$ cat src/rtl/arx_pkg.sv
// Shared constants and types for the asynchronous receiver.
// Assumes: at most 8 data bits per character.
package arx_pkg;
    localparam int ARX_MAX_BITS = 8;
    localparam int ARX_IDX_W    = 4;
    localparam int ARX_SEL_W    = $clog2(ARX_MAX_BITS);

    typedef enum logic [1:0] {
        ST_HUNT  = 2'd0,
        ST_VALID = 2'd1,
        ST_FRAME = 2'd2,
        ST_LOWWT = 2'd3
    } arx_state_e;

    typedef struct packed {
        logic [ARX_MAX_BITS-1:0] data;
        logic                    frame_err;
        logic                    par_err;
    } arx_char_t;
endpackage

$ cat src/rtl/arx_sampler.sv
// Bit timing for the receiver. Hunts for a start bit, validates it at
// half a bit time when oversampling, then issues one centre sample per
// bit cell until the frame is complete.
// Assumes: rx_tick is a single-cycle pulse; mode inputs change only in hunt.
module arx_sampler
    import arx_pkg::*;
#(
    parameter int FAC_MID  = 16,
    parameter int FAC_HIGH = 64
) (
    input  logic                 clk,
    input  logic                 rst_n,
    input  logic                 rx_tick,
    input  logic                 rx_line,
    input  logic [1:0]           os_sel,
    input  logic [ARX_IDX_W-1:0] frame_bits,
    output logic                 samp_vld,
    output logic                 samp_bit,
    output logic                 samp_last,
    output logic                 frame_start,
    output logic                 line_rel
);
    localparam int CNT_W = $clog2(FAC_HIGH);

    arx_state_e       st;
    logic [CNT_W-1:0] cnt;
    logic [CNT_W-1:0] fac_m1;
    logic [CNT_W-1:0] half_m1;
    logic [ARX_IDX_W-1:0] bit_idx;

    // Decode the clock factor into terminal counts.
    always_comb begin
        case (os_sel)
            2'd0: begin
                fac_m1  = '0;
                half_m1 = '0;
            end
            2'd1: begin
                fac_m1  = CNT_W'(FAC_MID - 1);
                half_m1 = CNT_W'(FAC_MID / 2 - 1);
            end
            default: begin
                fac_m1  = CNT_W'(FAC_HIGH - 1);
                half_m1 = CNT_W'(FAC_HIGH / 2 - 1);
            end
        endcase
    end

    // Sequence hunt, validation, per-bit sampling and wait-for-high.
    always_ff @(posedge clk) begin
        if (!rst_n) begin
            st          <= ST_HUNT;
            cnt         <= '0;
            bit_idx     <= '0;
            samp_vld    <= 1'b0;
            samp_bit    <= 1'b1;
            samp_last   <= 1'b0;
            frame_start <= 1'b0;
            line_rel    <= 1'b0;
        end else begin
            samp_vld    <= 1'b0;
            samp_last   <= 1'b0;
            frame_start <= 1'b0;
            line_rel    <= 1'b0;
            if (rx_tick) begin
                case (st)
                    ST_HUNT: begin
                        if (!rx_line) begin
                            cnt     <= '0;
                            bit_idx <= '0;
                            if (os_sel == 2'd0) begin
                                st          <= ST_FRAME;
                                frame_start <= 1'b1;
                            end else begin
                                st <= ST_VALID;
                            end
                        end
                    end
                    ST_VALID: begin
                        if (cnt == half_m1) begin
                            cnt <= '0;
                            if (rx_line) begin
                                st <= ST_HUNT;
                            end else begin
                                st          <= ST_FRAME;
                                frame_start <= 1'b1;
                            end
                        end else begin
                            cnt <= cnt + 1'b1;
                        end
                    end
                    ST_FRAME: begin
                        if (cnt == fac_m1) begin
                            cnt      <= '0;
                            samp_vld <= 1'b1;
                            samp_bit <= rx_line;
                            bit_idx  <= bit_idx + 1'b1;
                            if (bit_idx == frame_bits - 1'b1) begin
                                samp_last <= 1'b1;
                                st        <= rx_line ? ST_HUNT : ST_LOWWT;
                            end
                        end else begin
                            cnt <= cnt + 1'b1;
                        end
                    end
                    default: begin
                        if (rx_line) begin
                            st       <= ST_HUNT;
                            line_rel <= 1'b1;
                        end
                    end
                endcase
            end
        end
    end

    // the sample counter never passes the selected factor.
    assert_cnt_in_range_R3: assert property (@(posedge clk) disable iff (!rst_n)
        cnt <= fac_m1);
    // a sample is only produced in response to a receive tick.
    assert_sample_on_tick_R3: assert property (@(posedge clk) disable iff (!rst_n)
        samp_vld |-> $past(rx_tick));
    // a frame only starts from a low line.
    assert_start_from_low_R4: assert property (@(posedge clk) disable iff (!rst_n)
        frame_start |-> !$past(rx_line));
endmodule

$ cat src/rtl/arx_framer.sv
// Character assembly. Places data samples by position, captures the
// parity sample, evaluates parity and stop, and tracks break.
// Assumes: mode inputs are stable for the length of a character.
module arx_framer
    import arx_pkg::*;
(
    input  logic                 clk,
    input  logic                 rst_n,
    input  logic [1:0]           len_sel,
    input  logic                 par_en,
    input  logic                 par_odd,
    input  logic                 samp_vld,
    input  logic                 samp_bit,
    input  logic                 samp_last,
    input  logic                 frame_start,
    input  logic                 line_rel,
    output logic [ARX_IDX_W-1:0] frame_bits,
    output logic                 done,
    output arx_char_t            done_char,
    output logic                 brk
);
    logic [ARX_IDX_W-1:0]    nbits;
    logic [ARX_IDX_W-1:0]    idx;
    logic [ARX_MAX_BITS-1:0] data_q;
    logic                    par_q;
    logic                    all_low;
    logic                    par_bad;

    // Derive data length and total samples after the start bit.
    always_comb begin
        nbits      = ARX_IDX_W'(5) + ARX_IDX_W'(len_sel);
        frame_bits = nbits + ARX_IDX_W'(par_en) + ARX_IDX_W'(1);
        par_bad    = par_en && ((^data_q ^ par_q) != par_odd);
    end

    // Assemble the character and publish it on the stop sample.
    always_ff @(posedge clk) begin
        if (!rst_n) begin
            idx       <= '0;
            data_q    <= '0;
            par_q     <= 1'b0;
            all_low   <= 1'b1;
            done      <= 1'b0;
            done_char <= '0;
            brk       <= 1'b0;
        end else begin
            done <= 1'b0;
            if (frame_start) begin
                idx     <= '0;
                data_q  <= '0;
                par_q   <= 1'b0;
                all_low <= 1'b1;
            end else if (samp_vld) begin
                idx     <= idx + 1'b1;
                all_low <= all_low & ~samp_bit;
                if (idx < nbits) begin
                    data_q[idx[ARX_SEL_W-1:0]] <= samp_bit;
                end else if (par_en && (idx == nbits)) begin
                    par_q <= samp_bit;
                end
                if (samp_last) begin
                    done                <= 1'b1;
                    done_char.data      <= data_q;
                    done_char.frame_err <= ~samp_bit;
                    done_char.par_err   <= par_bad;
                    if (!samp_bit && all_low) begin
                        brk <= 1'b1;
                    end
                end
            end
            if (line_rel) begin
                brk <= 1'b0;
            end
        end
    end

    // break only appears with a delivered, badly framed character.
    assert_break_with_frame_R9: assert property (@(posedge clk) disable iff (!rst_n)
        $rose(brk) |-> (done && done_char.frame_err));
    // no parity error is reported while parity is off.
    assert_no_par_when_off_R5: assert property (@(posedge clk) disable iff (!rst_n)
        (done && !par_en) |-> !done_char.par_err);
endmodule

$ cat src/rtl/arx_holdbuf.sv
// Holding register between the assembler and the CPU. Keeps the last
// character and its error flags, and tracks unread and overrun state.
// Assumes: rd_stb is a single-cycle pulse.
module arx_holdbuf
    import arx_pkg::*;
(
    input  logic      clk,
    input  logic      rst_n,
    input  logic      done,
    input  arx_char_t done_char,
    input  logic      rd_stb,
    output arx_char_t held,
    output logic      ready,
    output logic      overrun
);
    // Load new characters, clear occupancy on read, flag overwrites.
    always_ff @(posedge clk) begin
        if (!rst_n) begin
            held    <= '0;
            ready   <= 1'b0;
            overrun <= 1'b0;
        end else if (done) begin
            held    <= done_char;
            ready   <= 1'b1;
            overrun <= (ready | overrun) & ~rd_stb;
        end else if (rd_stb) begin
            ready   <= 1'b0;
            overrun <= 1'b0;
        end
    end

    // overrun only rises when an unread character was present.
    assert_overrun_needs_ready_R8: assert property (@(posedge clk) disable iff (!rst_n)
        $rose(overrun) |-> $past(ready));
    // a read with no simultaneous delivery empties the buffer.
    assert_read_clears_R7: assert property (@(posedge clk) disable iff (!rst_n)
        (rd_stb && !done) |=> (!ready && !overrun));
endmodule

$ cat src/rtl/async_rx_core.sv
// Top of the asynchronous receiver: sampler, assembler and holding
// register in a chain.
// Assumes: rx_line is synchronised to clk; rx_tick marks receive clock edges.
module async_rx_core
    import arx_pkg::*;
#(
    parameter int FAC_MID  = 16,
    parameter int FAC_HIGH = 64
) (
    input  logic                    clk,
    input  logic                    rst_n,
    input  logic                    rx_tick,
    input  logic                    rx_line,
    input  logic [1:0]              os_sel,
    input  logic [1:0]              len_sel,
    input  logic                    par_en,
    input  logic                    par_odd,
    input  logic                    rd_stb,
    output logic [ARX_MAX_BITS-1:0] rx_data,
    output logic                    rx_ready,
    output logic                    err_frame,
    output logic                    err_parity,
    output logic                    err_overrun,
    output logic                    brk_det
);
    logic [ARX_IDX_W-1:0] frame_bits;
    logic                 samp_vld;
    logic                 samp_bit;
    logic                 samp_last;
    logic                 frame_start;
    logic                 line_rel;
    logic                 done;
    arx_char_t            done_char;
    arx_char_t            held;

    arx_sampler #(.FAC_MID(FAC_MID), .FAC_HIGH(FAC_HIGH)) u_samp (
        .clk(clk), .rst_n(rst_n), .rx_tick(rx_tick), .rx_line(rx_line),
        .os_sel(os_sel), .frame_bits(frame_bits), .samp_vld(samp_vld),
        .samp_bit(samp_bit), .samp_last(samp_last),
        .frame_start(frame_start), .line_rel(line_rel)
    );

    arx_framer u_frm (
        .clk(clk), .rst_n(rst_n), .len_sel(len_sel), .par_en(par_en),
        .par_odd(par_odd), .samp_vld(samp_vld), .samp_bit(samp_bit),
        .samp_last(samp_last), .frame_start(frame_start),
        .line_rel(line_rel), .frame_bits(frame_bits), .done(done),
        .done_char(done_char), .brk(brk_det)
    );

    arx_holdbuf u_hold (
        .clk(clk), .rst_n(rst_n), .done(done), .done_char(done_char),
        .rd_stb(rd_stb), .held(held), .ready(rx_ready),
        .overrun(err_overrun)
    );

    // Present the held character and its flags.
    always_comb begin
        rx_data    = held.data;
        err_frame  = held.frame_err;
        err_parity = held.par_err;
    end
endmodule

$ cat config.mk
export PLATFORM = sky130hd
export DESIGN_NAME = async_rx_core
export DESIGN_NICKNAME = d
export VERILOG_FILES = /design/src/rtl/arx_pkg.sv /design/src/rtl/arx_sampler.sv /design/src/rtl/arx_framer.sv /design/src/rtl/arx_holdbuf.sv /design/src/rtl/async_rx_core.sv
export SDC_FILE = /design/constraint.sdc
export NUM_CORES = 1
export LEC_CHECK = 0
export BUFFER_PORTS_ARGS = -buffer_cell sky130_fd_sc_hd__buf_2
export CAP_MARGIN = 20
export CORE_UTILIZATION = 63
export CTS_CLUSTER_SIZE = 25
export DETAILED_ROUTE_END_ITERATION = 8
export PLACE_DENSITY = 0.91
export SYNTH_ARGS = -nofsm -noshare
export SYNTH_HDL_FRONTEND = slang
export SYNTH_SLANG_ARGS = --single-unit
$ cat constraint.sdc
create_clock -name clk -period 5.8 [get_ports clk]
set_input_delay 1.16 -clock clk [delete_from_list [all_inputs] [get_ports clk]]
set_output_delay 1.16 -clock clk [all_outputs]
set_load 0.02 [all_outputs]
# Yosys cells after proc, flatten, opt, wreduce, memory -nomap -nowiden
# Cells that the tools add are included.
[op_classes]
addsub = 7
magnitude_cmp = 3
eq_ne = 12
n_mux = 33
bitwise = 11
n_reduce_logical = 27
[ops]
columns = ["op", "n"]
rows = [
  ["$mux 6", 3],
  ["$pmux 6 s3", 1],
  ["$mux 2", 8],
  ["$reduce_and 3->1", 5],
  ["$add 4x1->4 const B", 3],
  ["$mux 1", 12],
  ["$pmux 6 s2", 1],
  ["$reduce_and 4->1", 3],
  ["$pmux 5 s2", 1],
  ["$bwmux 8", 1],
  ["$eq 4x4->1", 2],
  ["$mux 4", 2],
  ["$pmux 4 s2", 1],
  ["$reduce_xor 8->1", 1],
  ["$not 1->1", 7],
  ["$add 6x1->6 const B", 1],
  ["$eq 6x5->1", 1],
  ["$eq 6x6->1", 1],
  ["$ne 2x1->1 const B", 3],
  ["$pmux 2 s3", 1],
  ["$reduce_and 6->1", 1],
  ["$reduce_or 5->1", 1],
  ["$add 3x2->4 const A", 1],
  ["$add 4x1->4", 1],
  ["22 further kinds", 31],
]
[word_totals]
ff_bits = 55
output_inout_bits = 13
elab_cells = 115

# Longest topological paths before layout
[depth]
depth_word = 8
mapped_depth = 10
depth_no_buf = 10

# Modules after synthesis
# Synthesis repeated with hierarchy kept, for this count alone.
[hier_totals]
cells_unflattened = 325
hier_area_um2 = 2911.5
[modules_own_cells]
columns = ["module", "instances", "cells_per_inst", "area_each_um2", "seq_area_each_um2"]
rows = [
  ["arx_framer", 1, 157, 1356.3, 520.5],
  ["arx_sampler", 1, 130, 1102.3, 340.3],
  ["arx_holdbuf", 1, 38, 452.9, 240.2],
]

# Least setup slack after synthesis
# No wires, ideal clock.
[synth_timing]
kind = "in2reg"
from = "input port len_sel[0]"
to = "register u_samp.st[0]"
arrival_time_ns = 2.662
slack_ns = 3.013
path_stages = 9
cell_sequence = "inv_1 -> ha_1 -> inv_1 -> fa_1 -> xnor2_1 -> nor3_1 -> o32a_1 -> o2111ai_2 -> mux2i_1"
[synth_via]
elab_chain_cells = 7
[synth_lines]
columns = ["element", "line", "rtl"]
rows = [
  ["start: declaration", "async_rx_core.sv:15", "input logic [1:0] len_sel,"],
  ["$add 3x2->4", "arx_framer.sv:31", "nbits = ARX_IDX_W'(5) + ARX_IDX_W'(len_sel);"],
  ["$add 4x1->4 (2 in series)", "arx_framer.sv:32", "frame_bits = nbits + ARX_IDX_W'(par_en) + ARX_IDX_W'(1);"],
  ["$sub 4x1->4", "arx_sampler.sv:98", "if (bit_idx == frame_bits - 1'b1) begin"],
  ["$eq 4x4->1", "arx_sampler.sv:98", ""],
  ["$ne 2x1->1 (no source line)", "--", ""],
  ["$reduce_and 6->1 (no source line)", "--", ""],
  ["end signal: assignment", "arx_sampler.sv:100", "st <= rx_line ? ST_HUNT : ST_LOWWT;"],
  ["end: declaration", "arx_sampler.sv:25", "arx_state_e st;"],
]
# No other way between the ends.
# A chain may end at the register's enable or synchronous reset.

# Worst setup path in the final report
# Same ends and word-level chain as after synthesis.

==> flow_summary.ini <==
[routing]
drt_iter0_drc = 142
routed_wire_length_per_instance_um = 14.3
met3RoutedLength_um = 177
num_vias = 2166
top_layer_in_use = met4
wl_met1_um = 2250
vias_cell = 5.78
drt.antenna.violating_nets = 0
firstDrtPassIters = 4
drt_wl_total_um = 5350
drcViolationCount = 0
met2RoutedLength_um = 2780

[power]
vdd_drop_max_mv = 0.123
power.density_cell_area_nw_per_um2 = 228
p_leak_nw = 1.12

[floorplanning]
initial_core_util_pct = 66.6
design.portCount = 24
rows = 23
die-area_um2 = 4550
die_w_um = 67.5
dieHeight_um = 67.5
coreArea_um2 = 4060

[setup_path]
worst_setup_path_end_kind = flop
timing.critical_path.max_delay_family = adder cells
crit_required_ns = 6.00
worstPathMaxFanout = 3
arrival_time_worst_endpoint_ns = 3.08
timing.setup.critical_path_class = input pin to flop
timing.critical_path.from_type = input pin
crit_top_cell = inv_1
timing.critical_path.slowest_cell_delay_ns = 0.47
crit_slowest_cell = fa_1
worstPathCellList = buf_2 -> inv_1 -> ha_1 -> inv_1 -> fa_1 -> xnor2_1 -> nor3_1 -> o32a_1 -> o2111ai_2 -> mux2i_1
critPathBufInv = 3

[synthesis]
synth_warnings = 0
synthMostInstantiatedCell = dfxtp_1
synth_xor_xnor_area_share_pct = 5.84
synth.lib_cells_used.distinct = 48
ys_seq_elements = 55
synth_area_per_cell_um2 = 8.77
synth_area_leaders = dfxtp_1 (41%), mux2i_1 (8.2%), nand2_1 (5.7%)
netlist.top_cell.by_area = dfxtp_1
proportion_of_synthesized_flip_flops_having_asynchronous_set_or_reset_pct = 0
synth.cell_area_um2 = 2700
netlist_top_cells_count = dfxtp_1 (55), nand2_1 (41), nor2_1 (37)
yosys.area_share.adder_pct = 6.72
synth_cells = 308
synth_top_family_by_area = simple AND/OR/NAND/NOR gates
synth_compound_gate_area_share_pct = 12.9
synthFlopType = dfxtp_1
postSynthNetCount = 332
synthMuxAreaShare_pct = 8.57
yosysSeqAreaShare_pct = 40.8
synth_top_area_share_pct = 40.8
synth-simple-area-share_pct = 21.3
edff_count_synth = 0

[placement]
total_of_buffers_placed_on_input_and_output_ports = 23
gp_congestion = 0.864
numPlacedInstances = 367
setup_ws_pre_cts_ns = 2.70
final_hpwl_dp_um = 3690

[clock_tree]
post_cts_setup_bufs = 0
clock-root-buffer = clkbuf_8
cts-hold-fix-buffers = 0
cts.sink_count = 55
post_cts_sizing_count = 0
tritoncts.num_buffers = 5
cts_tree = yes
cts_max_level = 2
worstSkewPairLatency_ns = 0.31
clk_pin_slew_ns = 0.09
clock_tree.buffer_depth = 2

[timing]
timing.fmax_ghz = 0.347
slew-limit-headroom_pct = 31.6
grt_setup_unrepaired = false
period_share_pct = 49.6
hold_viol = 0
timing.setup.tns_ns = 0
setup_ws_ns = 2.92
tightestPinTransition_ns = 1.02
slew_viol_final = 0
fin_crit_ns = 2.88
report.final.setup_viol = 0
clock_skew_ns = 0.00461

[cells_and_area]
area.growth.synth_to_final_pct = 7.74
share_of_cells_above_drive_strength_1_pct = 13.8
num-fill-cells = 318
fin_cells = 375
antennaDiodeCount = 0
final_net_count = 348

[worst_hold_path]
min-delay-path-class = flop to flop

[flow_run]
max_cap_violations = 0

[global_route]
pin_count_of_the_biggest_net_entering_global_routing = 33
globalRoute.totalOverflow = 0
number_of_global_route_vias_before_repair = 2011
track_usage_pct = 26.2
wire_length_of_the_first_global_routing_pass_um = 8820
antenna_found_initial = 0

[run_status]
outcome = finished, final reports clean
==> where the power goes <==
part,internal [mW],switching (mW),leakage (nW),total (mW)
Sequential,0.380,0.00264,0.443,0.382
Clock,0.0869,0.124,0.0418,0.211
Combinational,0.0254,0.0452,0.632,0.0706
==> worst reg2reg max path: stages (launching register included) <==
cell     delay [ns]
dfxtp_1        0.45
inv_1          0.11
ha_1           0.20
maj3_2         0.33
o21ai_2        0.22
nor4b_2        0.31
mux2i_1        0.22
nor2_1         0.05
==> routing by layer <==
metal,global-route usage [%],vias up
met3,6.08,15
li1,-,1084
met4,12.5,0
met2,46.8,53
met5,0,-
met1,28.9,1014
==> layout make-up <==
cell class / count / area (um^2) / share of cell area [%]
Multi-Input combinational cell: 226 / 1490 / 51.3
Sequential cell: 55 / 1100 / 37.8
Timing Repair Buffer: 23 / 115 / 3.96
Clock buffer: 6 / 72.6 / 2.49
Tap cell: 50 / 62.6 / 2.15
Inverter: 13 / 48.8 / 1.68
Clock inverter: 2 / 16.3 / 0.559
==> path summary, 6_finish.rpt <==
path	start	end	slack, ns	depth (start not counted)
max	len_sel[0]	u_samp.st[0]	2.92	10
max reg2reg	u_frm.idx[0]	u_frm.par_q	3.79	7
min reg2reg	u_samp.line_rel	u_frm.brk	0.40	1
min	u_samp.line_rel	u_frm.brk	0.40	1
==> cell usage in the layout, fill, tap and decap left out, types with 2 or more instances in the layout <==
| cell | netlist | layout |
|---|---|---|
| a21oi_1 | 20 | 20 |
| a31oi_1 | 5 | 5 |
| buf_2 | 1 | 23 |
| clkbuf_8 | 0 | 5 |
| dfxtp_1 | 55 | 55 |
| ha_1 | 12 | 12 |
| inv_1 | 13 | 13 |
| mux2i_1 | 22 | 22 |
| nand2_1 | 41 | 41 |
| nand2b_1 | 4 | 4 |
| nand3_1 | 14 | 14 |
| nand3b_1 | 4 | 4 |
| nor2_1 | 37 | 37 |
| nor2b_1 | 4 | 4 |
| nor3_1 | 6 | 6 |
| nor3b_1 | 2 | 2 |
| nor4_1 | 3 | 3 |
| nor4b_1 | 2 | 2 |
| o211ai_1 | 2 | 2 |
| o21ai_0 | 5 | 5 |
| or2_2 | 2 | 2 |
| xnor2_1 | 12 | 12 |
| xor2_1 | 6 | 6 |
==> cell families after synthesis <==
group	Yosys count
AND/OR/NAND/NOR	123
buffers and inverters	27
XOR/XNOR	18
flip-flops	55
adder cells (fa/ha/maj)	14
multiplexers	23
AO/OA/AOI/OAI	48
==> sequential cells by signal, indices dropped and copies added, names as in the netlist <==
signal	flops
u_frm.done	1
u_samp.bit_idx	4
u_hold.overrun	1
u_frm.par_q	1
u_frm.data_q	8
u_frm.done_char	10
u_hold.ready	1
u_samp.frame_start	1
u_samp.line_rel	1
u_samp.samp_vld	1
u_frm.idx	4
u_samp.st	2
u_frm.brk	1
u_samp.samp_last	1
u_samp.samp_bit	1
u_frm.all_low	1
u_samp.cnt	6
u_hold.held	10
==> through the flow <==
step	util, %	power (mW)	cell area [um^2]	hold slack [ns]
2_1_floorplan	-	0.443	2700	0.373
3_3_place_gp	69.5	0.457	2820	0.377
3_5_place_dp	69.5	0.460	2820	0.385
4_1_cts	71.7	0.667	2910	0.398
5_1_grt	71.7	0.691	2910	0.423
6_report	71.7	0.664	2910	0.400
No activity file was read; power rests on OpenSTA's default activity.
